==> src/rtl/dntimer_pkg.sv <==
package dntimer_pkg;

  localparam int SEL_W      = 3;
  localparam int SYNC_TICKS = 2;
  localparam int STOP_W     = 2;

  typedef struct packed {
    logic             oneshot;
    logic [SEL_W-1:0] psel;
    logic [1:0]       rsvd;
    logic             reload;
    logic             enable;
  } chan_ctrl_t;

  localparam int CTRL_W = $bits(chan_ctrl_t);

endpackage

==> src/rtl/dntimer_prescale.sv <==
module dntimer_prescale
  import dntimer_pkg::*;
#(
  parameter int NUM_CH = 2
) (
  input  logic             clk,
  input  logic             rst_n,
  input  logic [SEL_W-1:0] sel_i [NUM_CH],
  output logic [NUM_CH-1:0] tick_o
);

  localparam int DIV_W = (1 << SEL_W) - 1;

  logic [DIV_W-1:0] div_q;
  logic [DIV_W-1:0] div_d;

  always_comb begin
    div_d = div_q + 1'b1;
  end

  always_ff @(posedge clk or negedge rst_n) begin
    if (!rst_n) begin
      div_q <= '0;
    end else begin
      div_q <= div_d;
    end
  end

  for (genvar i = 0; i < NUM_CH; i++) begin : g_tick
    logic [DIV_W:0]   one_hot;
    logic [DIV_W-1:0] mask;

    always_comb begin
      one_hot   = (DIV_W+1)'(1) << sel_i[i];
      mask      = DIV_W'(one_hot - 1'b1);
      tick_o[i] = (div_q & mask) == mask;
    end

    // with a nonzero select, two ticks never fall on adjacent cycles
    a_r4_tick_spacing: assert property (@(posedge clk) disable iff (!rst_n)
      (tick_o[i] && sel_i[i] != '0) |=> (!tick_o[i] || !$stable(sel_i[i])));
  end

endmodule

==> src/rtl/dntimer_channel.sv <==
module dntimer_channel
  import dntimer_pkg::*;
#(
  parameter int WORD_W     = 32,
  parameter int MIN_RELOAD = 2
) (
  input  logic                clk,
  input  logic                rst_n,
  input  logic                tick_i,
  input  logic                wr_ctrl_i,
  input  logic                wr_ivl_lo_i,
  input  logic                wr_ivl_hi_i,
  input  logic [WORD_W-1:0]   wdata_i,
  output chan_ctrl_t          ctrl_o,
  output logic [2*WORD_W-1:0] ivl_o,
  output logic [2*WORD_W-1:0] cnt_o,
  output logic                expire_o
);

  localparam int CNT_W = 2 * WORD_W;

  chan_ctrl_t        ctrl_q, ctrl_d, ctrl_wr;
  logic [CNT_W-1:0]  ivl_q, ivl_d;
  logic [CNT_W-1:0]  cnt_q, cnt_d;
  logic [CNT_W-1:0]  refill;
  logic [STOP_W-1:0] stop_q, stop_d;
  logic              run;
  logic              load;
  logic              at_zero;
  logic              expire;

  always_comb begin
    ctrl_wr         = '0;
    ctrl_wr.enable  = wdata_i[0];
    ctrl_wr.reload  = wdata_i[1];
    ctrl_wr.psel    = wdata_i[4 +: SEL_W];
    ctrl_wr.oneshot = wdata_i[7];
    ctrl_wr.rsvd    = 2'b00;
  end

  always_comb begin
    refill  = (ivl_q < CNT_W'(MIN_RELOAD)) ? CNT_W'(MIN_RELOAD) : ivl_q;
    run     = ctrl_q.enable || (stop_q != '0);
    load    = wr_ctrl_i && ctrl_wr.enable && ctrl_wr.reload;
    at_zero = (cnt_q == '0);
    expire  = tick_i && run && at_zero && !load;
  end

  // interval words
  always_comb begin
    ivl_d = ivl_q;
    if (wr_ivl_lo_i) begin
      ivl_d[WORD_W-1:0] = wdata_i;
    end
    if (wr_ivl_hi_i) begin
      ivl_d[CNT_W-1:WORD_W] = wdata_i;
    end
  end

  // control word and disable tail
  always_comb begin
    ctrl_d = ctrl_q;
    stop_d = stop_q;
    if (tick_i && !ctrl_q.enable && stop_q != '0) begin
      stop_d = stop_q - 1'b1;
    end
    if (expire && ctrl_q.oneshot) begin
      ctrl_d.enable = 1'b0;
      stop_d        = '0;
    end
    if (wr_ctrl_i) begin
      ctrl_d = ctrl_wr;
      if (ctrl_wr.enable) begin
        stop_d = '0;
      end else if (ctrl_q.enable) begin
        stop_d = STOP_W'(SYNC_TICKS);
      end
    end
  end

  // counter
  always_comb begin
    cnt_d = cnt_q;
    if (load) begin
      cnt_d = refill;
    end else if (tick_i && run) begin
      if (at_zero) begin
        cnt_d = ctrl_q.oneshot ? '0 : refill;
      end else begin
        cnt_d = cnt_q - 1'b1;
      end
    end
  end

  always_ff @(posedge clk or negedge rst_n) begin
    if (!rst_n) begin
      ctrl_q <= '0;
      ivl_q  <= '0;
      cnt_q  <= '0;
      stop_q <= '0;
    end else begin
      ctrl_q <= ctrl_d;
      ivl_q  <= ivl_d;
      cnt_q  <= cnt_d;
      stop_q <= stop_d;
    end
  end

  always_comb begin
    ctrl_o   = ctrl_q;
    ivl_o    = ivl_q;
    cnt_o    = cnt_q;
    expire_o = expire;
  end

  // a running nonzero count drops by exactly one per tick
  a_r4_count_step: assert property (@(posedge clk) disable iff (!rst_n)
    (tick_i && run && !load && cnt_q != '0) |=> (cnt_q == $past(cnt_q) - 1'b1));

  // single-shot expiry without a control write drops enable
  a_r6_oneshot_stops: assert property (@(posedge clk) disable iff (!rst_n)
    (expire && ctrl_q.oneshot && !wr_ctrl_i) |=> (!ctrl_q.enable && cnt_q == '0));

  // the disable tail never exceeds the sync length
  a_r7_tail_bound: assert property (@(posedge clk) disable iff (!rst_n)
    stop_q <= STOP_W'(SYNC_TICKS));

  // a halted channel keeps its count unless reloaded
  a_r7_halted_hold: assert property (@(posedge clk) disable iff (!rst_n)
    (!run && !load) |=> $stable(cnt_q));

endmodule

==> src/rtl/dntimer_irq.sv <==
module dntimer_irq #(
  parameter int NUM_CH = 2
) (
  input  logic              clk,
  input  logic              rst_n,
  input  logic [NUM_CH-1:0] expire_i,
  input  logic              wr_mask_i,
  input  logic              wr_pend_i,
  input  logic [NUM_CH-1:0] wbits_i,
  output logic [NUM_CH-1:0] mask_o,
  output logic [NUM_CH-1:0] pend_o,
  output logic              irq_o
);

  logic [NUM_CH-1:0] mask_q, mask_d;
  logic [NUM_CH-1:0] pend_q, pend_d;
  logic [NUM_CH-1:0] clr;

  always_comb begin
    clr    = wr_pend_i ? wbits_i : '0;
    pend_d = (pend_q & ~clr) | expire_i;
    mask_d = wr_mask_i ? wbits_i : mask_q;
  end

  always_ff @(posedge clk or negedge rst_n) begin
    if (!rst_n) begin
      mask_q <= '0;
      pend_q <= '0;
    end else begin
      mask_q <= mask_d;
      pend_q <= pend_d;
    end
  end

  always_comb begin
    mask_o = mask_q;
    pend_o = pend_q;
    irq_o  = |(pend_q & mask_q);
  end

  for (genvar i = 0; i < NUM_CH; i++) begin : g_chk
    // a pending bit only rises after its channel expired
    a_r5_pend_source: assert property (@(posedge clk) disable iff (!rst_n)
      (!$past(pend_q[i]) && pend_q[i]) |-> $past(expire_i[i]));

    // a pending bit with no clear request stays set
    a_r8_pend_sticky: assert property (@(posedge clk) disable iff (!rst_n)
      (pend_q[i] && !(wr_pend_i && wbits_i[i])) |=> pend_q[i]);
  end

  // with every mask bit low the line stays low
  a_r9_irq_masked: assert property (@(posedge clk) disable iff (!rst_n)
    (mask_q == '0) |-> !irq_o);

endmodule

==> src/rtl/dntimer.sv <==
module dntimer
  import dntimer_pkg::*;
#(
  parameter int NUM_CH     = 2,
  parameter int WORD_W     = 32,
  parameter int ADDR_W     = 8,
  parameter int MIN_RELOAD = 2
) (
  input  logic              clk,
  input  logic              rst_n,
  input  logic [ADDR_W-1:0] addr,
  input  logic              wr_en,
  input  logic [WORD_W-1:0] wdata,
  output logic [WORD_W-1:0] rdata,
  output logic              irq
);

  localparam int CNT_W     = 2 * WORD_W;
  localparam int CH_BASE   = 'h10;
  localparam int CH_STRIDE = 'h20;
  localparam logic [ADDR_W-1:0] A_MASK = ADDR_W'('h00);
  localparam logic [ADDR_W-1:0] A_PEND = ADDR_W'('h04);

  // reset: asynchronous assert, synchronous release
  logic [1:0] rst_sync_q;
  logic       rst_core_n;

  always_ff @(posedge clk or negedge rst_n) begin
    if (!rst_n) begin
      rst_sync_q <= 2'b00;
    end else begin
      rst_sync_q <= {rst_sync_q[0], 1'b1};
    end
  end

  always_comb begin
    rst_core_n = rst_sync_q[1];
  end

  logic [SEL_W-1:0]  sel   [NUM_CH];
  logic [NUM_CH-1:0] tick;
  logic [NUM_CH-1:0] expire;
  logic [NUM_CH-1:0] mask;
  logic [NUM_CH-1:0] pend;
  logic [WORD_W-1:0] ch_rd [NUM_CH];
  logic [NUM_CH-1:0] ch_hit;
  logic              wr_mask;
  logic              wr_pend;

  always_comb begin
    wr_mask = wr_en && (addr == A_MASK);
    wr_pend = wr_en && (addr == A_PEND);
  end

  dntimer_prescale #(
    .NUM_CH (NUM_CH)
  ) u_prescale (
    .clk    (clk),
    .rst_n  (rst_core_n),
    .sel_i  (sel),
    .tick_o (tick)
  );

  for (genvar i = 0; i < NUM_CH; i++) begin : g_ch
    localparam int BASE = CH_BASE + CH_STRIDE * i;
    localparam logic [ADDR_W-1:0] A_CTRL   = ADDR_W'(BASE);
    localparam logic [ADDR_W-1:0] A_IVL_LO = ADDR_W'(BASE + 'h04);
    localparam logic [ADDR_W-1:0] A_IVL_HI = ADDR_W'(BASE + 'h08);
    localparam logic [ADDR_W-1:0] A_CNT_LO = ADDR_W'(BASE + 'h0C);
    localparam logic [ADDR_W-1:0] A_CNT_HI = ADDR_W'(BASE + 'h10);

    chan_ctrl_t       ctrl;
    logic [CNT_W-1:0] ivl;
    logic [CNT_W-1:0] cnt;
    logic             wr_ctrl;
    logic             wr_ivl_lo;
    logic             wr_ivl_hi;

    always_comb begin
      wr_ctrl   = wr_en && (addr == A_CTRL);
      wr_ivl_lo = wr_en && (addr == A_IVL_LO);
      wr_ivl_hi = wr_en && (addr == A_IVL_HI);
      sel[i]    = ctrl.psel;
    end

    dntimer_channel #(
      .WORD_W     (WORD_W),
      .MIN_RELOAD (MIN_RELOAD)
    ) u_chan (
      .clk         (clk),
      .rst_n       (rst_core_n),
      .tick_i      (tick[i]),
      .wr_ctrl_i   (wr_ctrl),
      .wr_ivl_lo_i (wr_ivl_lo),
      .wr_ivl_hi_i (wr_ivl_hi),
      .wdata_i     (wdata),
      .ctrl_o      (ctrl),
      .ivl_o       (ivl),
      .cnt_o       (cnt),
      .expire_o    (expire[i])
    );

    always_comb begin
      ch_hit[i] = 1'b1;
      ch_rd[i]  = '0;
      unique case (addr)
        A_CTRL:   ch_rd[i] = WORD_W'(ctrl);
        A_IVL_LO: ch_rd[i] = ivl[WORD_W-1:0];
        A_IVL_HI: ch_rd[i] = ivl[CNT_W-1:WORD_W];
        A_CNT_LO: ch_rd[i] = cnt[WORD_W-1:0];
        A_CNT_HI: ch_rd[i] = cnt[CNT_W-1:WORD_W];
        default:  ch_hit[i] = 1'b0;
      endcase
    end
  end

  dntimer_irq #(
    .NUM_CH (NUM_CH)
  ) u_irq (
    .clk       (clk),
    .rst_n     (rst_core_n),
    .expire_i  (expire),
    .wr_mask_i (wr_mask),
    .wr_pend_i (wr_pend),
    .wbits_i   (wdata[NUM_CH-1:0]),
    .mask_o    (mask),
    .pend_o    (pend),
    .irq_o     (irq)
  );

  always_comb begin
    rdata = '0;
    if (addr == A_MASK) begin
      rdata = WORD_W'(mask);
    end else if (addr == A_PEND) begin
      rdata = WORD_W'(pend);
    end
    for (int i = 0; i < NUM_CH; i++) begin
      if (ch_hit[i]) begin
        rdata = rdata | ch_rd[i];
      end
    end
  end

  // the bus never reads two sources at once
  a_r2_single_source: assert property (@(posedge clk) disable iff (!rst_core_n)
    $onehot0(ch_hit));

endmodule

==> config.mk <==
export PLATFORM = sky130hd
export DESIGN_NAME = dntimer
export DESIGN_NICKNAME = d
export VERILOG_FILES = /design/src/rtl/dntimer_pkg.sv /design/src/rtl/dntimer_prescale.sv /design/src/rtl/dntimer_channel.sv /design/src/rtl/dntimer_irq.sv /design/src/rtl/dntimer.sv
export SDC_FILE = /design/constraint.sdc
export NUM_CORES = 1
export LEC_CHECK = 0
export ABC_AREA = 1
export ABC_CLOCK_PERIOD_IN_PS = 20100
export BUFFER_PORTS_ARGS = -buffer_cell sky130_fd_sc_hd__clkbuf_2
export CORE_ASPECT_RATIO = 1.4
export CORE_UTILIZATION = 45
export CTS_BUF_LIST = sky130_fd_sc_hd__clkbuf_16
export DETAILED_ROUTE_END_ITERATION = 8
export GPL_ROUTABILITY_DRIVEN = 0
export PLACE_DENSITY = 0.59
export SETUP_SLACK_MARGIN = 0.15
export SLEW_MARGIN = 20
export SYNTH_ARGS = -nofsm -noshare
export SYNTH_HDL_FRONTEND = slang
export SYNTH_SLANG_ARGS = --single-unit
==> constraint.sdc <==
create_clock -name clk -period 20.1 [get_ports clk]
set_input_delay 4.02 -clock clk [delete_from_list [all_inputs] [get_ports clk]]
set_output_delay 4.02 -clock clk [all_outputs]
set_load 0.03 [all_outputs]
==> results.toml <==
[critical_path]
crit_required_ps = 16080
critical_path.cell_chain = "clkbuf_2 -> inv_1 -> nand2_1 -> nor3_2 -> nand2_1 -> o22ai_1 -> a31oi_1 -> o2111ai_1 -> clkbuf_2"
crit_family = "simple AND/OR/NAND/NOR gates"
worst_ep_arrival_time_ps = 6440
startpoint = "addr[0]"
worst-path-max-fanout = 31
cpPeakStageDelay_ps = 760
cp_slowest_cell = "nand2_1"
critPathBufInv = 3
reg2reg_to = "g_ch[0].u_chan.cnt_o[28]"
path_class = "in2out"
reg2regPathDepth = 13
timing.rr.start = "g_ch[0].u_chan.ctrl_o[5]"
reg2reg_slack_ps = 16630
cp-start-kind = "input port"
cp-end-kind = "output pin"

[clocking]
cts-resized-gates = 0
clk_pin_slew_ps = 60
clock_sinks = 285
tritoncts = "yes"
cts_buffer_depth = 3
postCtsHoldBufs = 0
cts_buffers = 34
htree_levels = 2
clock-root-buffer = "clkbuf_16"
post-cts-setup-buffers = 0
clock_latency_ps = 540

[floorplan]
coreArea_um2 = 43350
die-area_um2 = 45010
die_h_um = 250.6
start_util_pct = 45.83
io_pins = 76
rows = 90
die_w_um = 179.6

[final_layout]
fin_nets = 3200
area_delta_synth_final_pct = 8.627
drive_gt1_share_pct = 6.740
final.fill_count = 4478

[sta]
fin_worst_skew_ps = 13.53
fmax_mhz = 95.57
fin_tns_setup_ps = 0
hold_viol = 0
setup_slack_ps = 9637
relSlewSlack_pct = 24.68
fin_crit_sh_pct = 52.06
hold_slack_ps = 321.3
final.min_clock_period_ps = 10460
slew_violations = 0
rsz0062_at_grt = "false"
worst_pin_slew_ps = 1127
setup_viol = 0

[placement]
port_buffers = 75
dp_worst_setup_slack_ps = 9719
place_hpwl_um = 63340

[logic_synthesis]
synth.top_cell.area_share_pct = 35.89
netlist_top_cells_area = "dfrtp_1, nand2_1, nor2_1"
ys_seq_area_share_pct = 35.89
synth_top_area_cell = "dfrtp_1"
async_flop_share_pct = 100.0
synth-edff-count = 0
synthesis.area_um2 = 19870
yosysUniqueCellTypes = 42
yosys_most_used_dff = "dfrtp_1"
ys_ff_latch = 285
yosysWarnings = 0
synthesis.nets = 3186
avgSynthCellArea_um2 = 6.336
synth_cells = 3136

[routing]
dr_total_vias = 21483
viasPerCell = 5.763
routed_wirelength_um = 81660
avgRoutedWirePerCell_um = 21.90
antenna_left = 0
drtIter0Drc = 2247
first_pass_iters = 8
drc_errors = 2

[global_route]
grt_pass1_wl_um = 122300
antenna_found_initial = 1
grt_max_degree = 71
track_usage_pct = 35.99
gr-total-overflow = 0
first_global_vias = 20021

[pwr]
p_leak_nw = 10.51
ir_worst_vdd_v = 0.00006760
power_mw = 2.229
p_per_area_nw_per_um2 = 103.3

[status]
failed_checks = "design-rule violations"
status = "finished with violations"

[worst_hold_path]
hp-class = "reg2async"

[run]
drv_cap = 0
cell families (layout without fill, tap and decap cells):
| logic type | count (synthesis) | in the layout | share of synthesized area [%] |
|---|---|---|---|
| AO/OA/AOI/OAI | 421 | 421 | 11.55 |
| XOR/XNOR | 49 | 49 | 2.160 |
| adder cells (fa/ha/maj) | 7 | 7 | 0.4408 |
| buffers and inverters | 522 | 561 | 10.87 |
| flip-flops | 285 | 285 | 35.89 |
| other | 1 | 2 | 0.01887 |
| AND/OR/NAND/NOR | 1851 | 1851 | 39.07 |
placed cells by master (no fill, tap or decap), types with 6 or more instances in the layout:
cell type	instances
xor2_1	46
nand3_2	6
o2111ai_1	13
nand3_1	275
ha_1	7
o21ai_0	181
inv_1	402
dfrtp_1	284
clkinv_1	9
clkbuf_16	35
nand2_2	15
o22ai_1	88
nor2_1	478
nand2_1	947
nand3b_1	11
o21ai_1	23
nor3_1	26
nor2_2	23
nor2_4	7
buf_4	17
inv_2	12
a21oi_1	103
clkbuf_2	75
nand4_1	46
flip-flops by register name, indices dropped and copies added (netlist names):
register	flops
g_ch.u_chan.stop_q	4
u_irq.mask_o	2
g_ch.u_chan.cnt_o	128
g_ch.u_chan.ivl_o	128
rst_sync_q	2
u_irq.pend_o	2
g_ch.u_chan.ctrl_o	12
u_prescale.div_q	7
cells in the mapped netlist (all sizes together), types with 11 or more instances:
library cell  number
nor3              29
o2111ai           13
o21ai            204
buf               54
dfrtp            285
nor2             508
a21oi            103
nand3b            11
nand2            965
xor2              46
clkbuf            60
nand4             48
inv              406
o22ai             88
nand3            284
how the worst max path moves through the flow:
stage | to | slack (ps) | cells past startpoint
3_5_place_dp | rdata[29] | 9720 | 9
2_1_floorplan | rdata[7] | 10690 | 8
5_1_grt | rdata[14] | 9530 | 9
3_3_place_gp | rdata[29] | 9780 | 9
6_report | rdata[29] | 9640 | 9
4_1_cts | rdata[29] | 9700 | 9
area by class of cell:
type,count,area (um^2),share of cell area [%]
Clock inverter,26,247.7,1.148
Clock buffer,35,875.8,4.058
Timing Repair Buffer,92,503.0,2.330
Antenna cell,1,2.502,0.01159
Inverter,408,1531,7.095
Multi-Input combinational cell,2329,10600,49.10
Tap cell,552,690.7,3.200
Sequential cell,285,7136,33.06
per-stage QoR:
stage          util, %  area (um^2)  instances
3_5_place_dp     47.18        20450       3666
5_1_grt          49.78        21580       3727
4_1_cts          49.77        21580       3727
6_report         49.79        21580       3728
2_1_floorplan        -        19870       3136
3_3_place_gp     47.18        20450       3666
layer usage:
layer / up-vias / GRT usage (%) / wire length, um
li1: 10013 / - / -
met1: 10048 / 43.25 / 30760
met2: 1132 / 60.41 / 38290
met3: 290 / 5.001 / 6587
met4: 0 / 23.55 / 6031
met5: - / 0 / 0
power by group:
group          switching, mW  internal [mW]
Clock                  0.265          0.380
Sequential             0.162          0.677
Combinational          0.532          0.213
Power figures use the tool's default switching activity.
